### config.mk
export PLATFORM = sky130hd
export DESIGN_NAME = uart_tx_dtr_ctrl
export DESIGN_NICKNAME = d
export VERILOG_FILES = /design/src/rtl/uart_dtr_pkg.sv /design/src/rtl/uart_txgate.sv /design/src/rtl/uart_rxlvl_hyst.sv /design/src/rtl/uart_dtr_mux.sv /design/src/rtl/uart_tx_dtr_ctrl.sv
export SDC_FILE = /design/constraint.sdc
export NUM_CORES = 1
export LEC_CHECK = 0
export BUFFER_PORTS_ARGS = -buffer_cell sky130_fd_sc_hd__buf_2
export CORE_MARGIN = 3
export CORE_UTILIZATION = 44
export CTS_BUF_LIST = sky130_fd_sc_hd__clkbuf_8
export DETAILED_ROUTE_END_ITERATION = 12
export GPL_ROUTABILITY_DRIVEN = 0
export GPL_TIMING_DRIVEN = 0
export PLACE_DENSITY = 0.86
export SYNTH_ARGS = -nofsm -noshare
export SYNTH_HDL_FRONTEND = slang
export SYNTH_SLANG_ARGS = --single-unit
### constraint.sdc
create_clock -name clk -period 2.4 [get_ports clk]
set_input_delay 0.36 -clock clk [delete_from_list [all_inputs] [get_ports clk]]
set_output_delay 0.36 -clock clk [all_outputs]
set_load 0.03 [all_outputs]
### src/rtl/uart_dtr_pkg.sv
// Package: shared encodings for the transmit gating and DTR controller.
package uart_dtr_pkg;
    typedef enum logic [1:0] {
        DTR_LEGACY   = 2'b00,
        DTR_RXFLOW   = 2'b01,
        DTR_RS485_LO = 2'b10,
        DTR_RS485_HI = 2'b11
    } dtr_mode_e;
endpackage

### src/rtl/uart_txgate.sv
// Module: uart_txgate
// Issues one-cycle start pulses to the serializer. A flow character wins
// over data and ignores transmit-off and DSR gating. Data needs a
// non-empty FIFO, transmit-off clear and DSR permission. Assumes the
// serializer drops char_boundary soon after a pulse. The cycle after a
// pulse never grants, which keeps pulses one cycle wide.
module uart_txgate (
    input  logic clk,
    input  logic rst_n,
    input  logic char_boundary,
    input  logic fifo_nonempty,
    input  logic flow_char_pend,
    input  logic tx_off_req,
    input  logic dsr_gate_en,
    input  logic dsr_n,
    output logic data_go,
    output logic flow_go
);
    logic dsr_ok;
    logic recent_go;
    logic flow_d;
    logic data_d;

    // DSR permission: gating off, or DSR# asserted low.
    always_comb dsr_ok = ~dsr_gate_en | ~dsr_n;

    // A grant in the previous cycle blocks a fresh one.
    always_comb recent_go = data_go | flow_go;

    // Start decisions for the coming cycle, flow character first.
    always_comb begin
        flow_d = char_boundary & ~recent_go & flow_char_pend;
        data_d = char_boundary & ~recent_go & ~flow_char_pend
               & fifo_nonempty & ~tx_off_req & dsr_ok;
    end

    // Register the start pulses.
    always_ff @(posedge clk) begin
        if (!rst_n) begin
            data_go <= 1'b0;
            flow_go <= 1'b0;
        end else begin
            data_go <= data_d;
            flow_go <= flow_d;
        end
    end
endmodule

### src/rtl/uart_rxlvl_hyst.sv
// Module: uart_rxlvl_hyst
// Receive-level flow state with hysteresis. It sets at or above the upper
// threshold, clears strictly below the lower one and holds in between.
// Assumes thr_lo <= thr_hi. It tracks the level in every mode so that the
// state is current when the mode is switched.
module uart_rxlvl_hyst #(
    parameter int LVL_W = 8
) (
    input  logic             clk,
    input  logic             rst_n,
    input  logic [LVL_W-1:0] rx_level,
    input  logic [LVL_W-1:0] thr_hi,
    input  logic [LVL_W-1:0] thr_lo,
    output logic             stop_d,
    output logic             stop_q
);
    logic at_hi;
    logic below_lo;

    // Threshold comparisons.
    always_comb begin
        at_hi    = (rx_level >= thr_hi);
        below_lo = (rx_level < thr_lo);
    end

    // Next stop state: set wins, then clear, else hold.
    always_comb begin
        if (at_hi)         stop_d = 1'b1;
        else if (below_lo) stop_d = 1'b0;
        else               stop_d = stop_q;
    end

    // Hold the stop state; reset means not stopped.
    always_ff @(posedge clk) begin
        if (!rst_n) stop_q <= 1'b0;
        else        stop_q <= stop_d;
    end
endmodule

### src/rtl/uart_dtr_mux.sv
// Module: uart_dtr_mux
// Forms the DTR# pin. A registered base value follows the two-bit mode.
// The clock overrides then act without delay, 1x before Nx. Assumes the
// clock inputs are already in this clock domain or that glitches on a
// clock output are acceptable.
module uart_dtr_mux
    import uart_dtr_pkg::*;
#(
    parameter bit CLK_OVR_EN = 1'b1
) (
    input  logic      clk,
    input  logic      rst_n,
    input  dtr_mode_e mode,
    input  logic      sw_dtr,
    input  logic      flow_stop,
    input  logic      tx_empty,
    input  logic      clk1x_sel,
    input  logic      clknx_sel,
    input  logic      clk1x,
    input  logic      clknx,
    output logic      dtr_n
);
    logic base_d;
    logic base_q;

    // Pin level chosen by the mode.
    always_comb begin
        unique case (mode)
            DTR_LEGACY:   base_d = ~sw_dtr;
            DTR_RXFLOW:   base_d = flow_stop;
            DTR_RS485_LO: base_d = tx_empty;
            DTR_RS485_HI: base_d = ~tx_empty;
            default:      base_d = 1'b0;
        endcase
    end

    // Register the mode level; reset drives the pin active low.
    always_ff @(posedge clk) begin
        if (!rst_n) base_q <= 1'b0;
        else        base_q <= base_d;
    end

    generate
        if (CLK_OVR_EN) begin : g_ovr
            // Clock overrides with 1x first.
            always_comb begin
                if (clk1x_sel)      dtr_n = clk1x;
                else if (clknx_sel) dtr_n = clknx;
                else                dtr_n = base_q;
            end
        end else begin : g_no_ovr
            logic unused_ovr;
            // Overrides compiled out.
            always_comb unused_ovr = clk1x_sel ^ clknx_sel ^ clk1x ^ clknx;
            always_comb dtr_n = base_q;
        end
    endgenerate
endmodule

### src/rtl/uart_tx_dtr_ctrl.sv
// Module: uart_tx_dtr_ctrl (top)
// Transmit start gating and DTR# pin control for one UART channel.
// Assumes tx_empty is already qualified by the line being back at idle.
module uart_tx_dtr_ctrl
    import uart_dtr_pkg::*;
#(
    parameter int LVL_W = 8
) (
    input  logic             clk,
    input  logic             rst_n,
    input  logic             char_boundary,
    input  logic             fifo_nonempty,
    input  logic             flow_char_pend,
    input  logic             tx_off_req,
    input  logic             dsr_gate_en,
    input  logic             dsr_n,
    input  logic [1:0]       dtr_mode,
    input  logic             sw_dtr,
    input  logic [LVL_W-1:0] rx_level,
    input  logic [LVL_W-1:0] thr_hi,
    input  logic [LVL_W-1:0] thr_lo,
    input  logic             tx_empty,
    input  logic             clk1x_sel,
    input  logic             clknx_sel,
    input  logic             clk1x,
    input  logic             clknx,
    output logic             data_go,
    output logic             flow_go,
    output logic             dtr_n
);
    logic      stop_d;
    logic      stop_q;
    dtr_mode_e mode_e;

    // Decode the mode field into the shared type.
    always_comb mode_e = dtr_mode_e'(dtr_mode);

    uart_txgate u_gate (
        .clk            (clk),
        .rst_n          (rst_n),
        .char_boundary  (char_boundary),
        .fifo_nonempty  (fifo_nonempty),
        .flow_char_pend (flow_char_pend),
        .tx_off_req     (tx_off_req),
        .dsr_gate_en    (dsr_gate_en),
        .dsr_n          (dsr_n),
        .data_go        (data_go),
        .flow_go        (flow_go)
    );

    uart_rxlvl_hyst #(.LVL_W(LVL_W)) u_hyst (
        .clk      (clk),
        .rst_n    (rst_n),
        .rx_level (rx_level),
        .thr_hi   (thr_hi),
        .thr_lo   (thr_lo),
        .stop_d   (stop_d),
        .stop_q   (stop_q)
    );

    uart_dtr_mux #(.CLK_OVR_EN(1'b1)) u_mux (
        .clk       (clk),
        .rst_n     (rst_n),
        .mode      (mode_e),
        .sw_dtr    (sw_dtr),
        .flow_stop (stop_d),
        .tx_empty  (tx_empty),
        .clk1x_sel (clk1x_sel),
        .clknx_sel (clknx_sel),
        .clk1x     (clk1x),
        .clknx     (clknx),
        .dtr_n     (dtr_n)
    );
endmodule

# After elaboration in Yosys (flattened, before gate mapping)
# Index checks and enable logic that the tools add are counted.
[word_totals] elab_cells=30 inputBits=40 regBits=4 out_inout_bits=3
[op_classes] bitwise_logic=15 reduce_logical=1 muxes=5 eq_ne=3 magnitude_cmp=2
[op_table] op="$ge 8x8->1" n=1
[op_table] op="$lt 8x8->1" n=1
[op_table] op="$not 1->1" n=7
[op_table] op="$and 1x1->1" n=6
[op_table] op="$eq 2x2->1 const B" n=2
[op_table] op="$mux 1" n=4
[op_table] op="$pmux 1 s4" n=1
[op_table] op="$eq 2x1->1 const B" n=1
[op_table] op="$logic_not 2->1" n=1
[op_table] op="$or 1x1->1" n=2

# Depth between registers and ports, before layout
[depth] ltp_word=7 depth_mapped=6 ltp_nobuf=6

# Modules after synthesis
# Synthesis repeated with hierarchy kept, for this count alone.
[unflattened] hier_cells=67 area_unflattened_um2=574.3
[modules_own_cells] mod="uart_rxlvl_hyst" instances=1 seq_area_each_um2=20.0 cells_per_inst=51 area_each_um2=424.2
[modules_own_cells] mod="uart_txgate" instances=1 seq_area_each_um2=40.0 cells_per_inst=7 area_each_um2=80.1
[modules_own_cells] mod="uart_dtr_mux" instances=1 seq_area_each_um2=20.0 cells_per_inst=9 area_each_um2=70.1

# Least setup slack after synthesis
# OpenSTA, ideal clock, no wires.
[synth_timing] path_kind="input -> register" from="input thr_lo[5]" to="register u_mux.base_q" setup_ns=0.131 slack_ns=0.898 path_stages=6 required_ns=2.269 t_arrival_ns=1.371 n_path_buf=0 path_cell_list="inv_1 -> ha_1 -> a21o_1 -> a22o_1 -> a211oi_1 -> a31oi_1"
[synth_between] elab_chain_cells=4
[synth_rtl] item="start, declared" line="uart_tx_dtr_ctrl.sv:21" text="input logic [LVL_W-1:0] thr_lo,"
[synth_rtl] item="$lt 8x8->1" line="uart_rxlvl_hyst.sv:23" text="below_lo = (rx_level < thr_lo);"
[synth_rtl] item="$mux 1" line="uart_rxlvl_hyst.sv:29" text="else if (below_lo) stop_d = 1'b0;"
[synth_rtl] item="$mux 1" line="uart_rxlvl_hyst.sv:28" text="if (at_hi) stop_d = 1'b1;"
[synth_rtl] item="$pmux 1 s4" line="uart_dtr_mux.sv:28" text="unique case (mode)"
[synth_rtl] item="end signal, assigned" line="uart_dtr_mux.sv:40" text="else base_q <= base_d;"
[synth_rtl] item="end, declared" line="uart_dtr_mux.sv:24" text="logic base_q;"
# Every way passes these cells.
# A chain may end at the register's enable or synchronous reset.

# Worst setup path in the final report
[layout_timing] from="input rx_level[7]" to="register u_mux.base_q"
[layout_between] elab_chain_cells=4 elab_cells_between_ends=5 cone_classes="order compare (2); mux (3)"
[layout_rtl] item="start, declared" line="uart_tx_dtr_ctrl.sv:19" text="input logic [LVL_W-1:0] rx_level,"
[layout_rtl] item="$lt 8x8->1" line="uart_rxlvl_hyst.sv:23"
[layout_rtl] item="$mux 1" line="uart_rxlvl_hyst.sv:29"
[layout_rtl] item="$mux 1 *" line="uart_rxlvl_hyst.sv:28"
[layout_rtl] item="$pmux 1 s4 *" line="uart_dtr_mux.sv:28"
# Mark *: on every way between the ends. The rest lies on a longest branch, timed or not.

==> metrics.txt <==
run status=finished clean; Leak Pwr=0.522 nW; Hold Fails Final Rpt=0; routed via count=615; Fmax=685 MHz; slowest CP cell=ha_1; pin count of the biggest net entering global routing=4; Final ANT Viol Nets=0; CTS tree=yes; Hold Buf Count CTS=0; Die ar.=around 1800 µm²; clk root buf=clkbuf_8; reg2reg end=u_mux.base_q$_SDFF_PN0_; worst-margin pin slew=0.316 ns; post-route clock period utilization=60.8%; grt ovf=0; global-route met1 utilization=18.6%; syn_nets=approximately 120; drt total wl=1370 µm; Syn Area/Cell=8.74 µm²; CTS resizes=0; routed vias/inst=4.92; Final setup viols=0; Syn Inst Count=between 60 and 70; grt met2 use=29.2%; clock power share=42.5%; num rows=12; Maximum Capacitance Violations=0; worst path required time=~2.5 ns; max-slew violation count=0; # diodes=0; setup TNS=0 ns; WP depth=6; launch point of the worst reg-to-reg path=u_hyst.stop_q$_SDFF_PN0_; Critical Path, Cell by Cell=buf_2 -> ha_1 -> and3_1 -> a22o_1 -> a211oi_1 -> a31oi_1; Comb power frac=35.1%; Cells on Worst Hold Path=2; CTS HTree Levels=1; Slew headroom=between 70% and 80%; Post-DP HPWL=between 1000 and 1500 µm; worst-skew pair later-pin latency=0.21 ns; Die Wd=42.2 µm; Crit path buffers/inverters=1; flip-flop and latch area=80.1 µm²; crit start category=input pin; Total Routing Usage GR=16.4%; Clock Sinks=4; number of fillers in the final layout=91; Sequential Power Share=about 22%; Setup Buffers After CTS=0; Layout Nets=168; setup slack, reg-to-reg=1.21 ns; Pre-antenna DRT Iters=4; RSZ-0062 raised after global routing=false; PortBufs=42; starting density of the core=49.3%; global-route wire length before repair=2320 µm; hold path endpoint=u_gate.data_go$_SDFF_PN0_; wire length per cell=10.9 µm; post-synth top area share=32.5%; Clock Skew=0.0000169 ns; CP Capture Type=flip-flop; Synth Register Bits=4; min-delay src=tx_off_req; CTS Buffer Depth=2; core area=about 1200 µm²; Syn-to-layout area delta=46.6%; Mapped Area=577 µm²; initial drt markers=8; clock-pin slew on the worst setup and hold paths=0.03 ns; dominant cell type by area after synthesis=ha_1; slowest stage delay, CP=about 0.31 ns; CP arrival=1.55 ns; critical path's top delay family=compound AO/OA/AOI/OAI gates; Synth area leaders=ha_1, dfxtp_1, inv_1; share of cells above drive strength 1=44.1%; synth unique cells=28; Die Y-Extent=42.2 µm; Pwr Total=0.000326 W; sw frac=between 20% and 30%; internal cell power=~0.00024 W; area of the multi-input gates=437 µm²; busiest grt layer=met2; Synth Warn #=0; NetSw=0.0000861 W; register area share after synthesis=13.9%; total CTS buffers=3; GR Util met3=5.58%; crit-path max FO=2; I/O Pins=43; number of global-route vias before repair=a little under 600; PD cells=approximately 390 nW/µm²; DRC errors left=0; Worst VDD drop=roughly 280 µV; post-route minimum period=between 1 and 1.5 ns; HP Class=in2reg; critical setup path kind=in2reg; initial antenna violation count=0; R2R cell count=4
-- sequential cells by signal, summed over array words and instances (netlist names) --
| name | count |
|---|---|
| u_hyst.stop_q | 1 |
| u_mux.base_q | 1 |
| u_gate.flow_go | 1 |
| u_gate.data_go | 1 |
-- how the worst max path moves through the flow --
stage,startpoint,end,slack [ns]
detailed placement,rx_level[7],u_mux.base_q$_SDFF_PN0_,0.71
floorplan,thr_lo[5],u_mux.base_q$_SDFF_PN0_,0.90
CTS,rx_level[7],u_mux.base_q$_SDFF_PN0_,0.93
global placement,rx_level[7],u_mux.base_q$_SDFF_PN0_,0.72
finish,rx_level[7],u_mux.base_q$_SDFF_PN0_,0.94
global route,rx_level[7],u_mux.base_q$_SDFF_PN0_,0.83
-- worst register-to-register path, delay by kind of cell, from the launching register on --
kind	cells	cell delay [ns]
AND/OR/NAND/NOR	1	0.18
AO/OA/AOI/OAI	3	0.58
flip-flops	1	0.30
-- metal layers --
layer	part of all wire, %	vias up	routed length (µm)
met5	0	-	0
met4	0	0	0
met3	8.5	0	116
met2	53	22	728
met1	38	267	520
li1	-	326	-
-- cell families (layout without fill, tap and decap cells) --
group | after synthesis | after routing | share of synthesized area [%]
AO/OA/AOI/OAI | 19 | 19 | 29.7
XOR/XNOR | 1 | 1 | 1.52
adder cells (fa/ha/maj) | 15 | 15 | 32.5
buffers and inverters | 16 | 61 | 10.4
flip-flops | 4 | 4 | 13.9
multiplexers | 1 | 1 | 1.74
AND/OR/NAND/NOR | 10 | 10 | 10.2
-- power groups by stage --
stage               Sequential [W]  Clock [W]  Combinational, W
global route             0.0000734   0.000149          0.000130
detailed placement       0.0000738          0          0.000115
floorplan                0.0000753          0         0.0000633
finish                   0.0000731   0.000139          0.000114
CTS                      0.0000732   0.000142          0.000115
global placement         0.0000739          0          0.000109
-- cells in the mapped netlist --
cell	count
a211oi_1	2
and3_1	1
nand2b_1	1
nand3_1	1
nor2_1	2
a2111oi_0	1
a31oi_1	1
nor3_1	1
nor3b_1	1
a2bb2oi_2	1
o211ai_1	1
nand2_1	2
o2111a_1	1
a21bo_2	1
mux2i_1	1
ha_1	15
o2111ai_1	1
o21ai_0	2
a21boi_1	1
a2111oi_4	1
a21o_1	3
nand2b_4	1
a22o_1	1
o21a_1	1
dfxtp_1	4
inv_1	16
xor2_1	1
a21oi_1	1
-- final cells by class --
cell class	instances	share of cell area, %
Clock buffer	3	4.88
Inverter	16	7.10
Multi-Input combinational cell	46	51.6
Sequential cell	4	9.47
Tap cell	14	2.07
Timing Repair Buffer	42	24.9
-- layout by cell type, fill, tap and decap left out, types with 2 or more instances in the layout --
master and n:
a21o_1 3, a211oi_1 2, clkbuf_8 3, nor2_1 2, inv_1 16, ha_1 15
buf_2 42, o21ai_0 2, dfxtp_1 4, nand2_1 2
-- stage by stage --
step	cells	worst slack (ns)	area, µm²	utilization (%)	hold WS [ns]
after floorplan	66	0.898	577	-	0.443
after global placement	122	0.716	805	68.7	0.517
after detailed placement	122	0.706	805	68.7	0.534
after CTS	125	0.931	846	72.2	0.310
after global routing	125	0.826	846	72.2	0.313
final	125	0.940	846	72.2	0.313
Power figures use the tool's default switching activity.
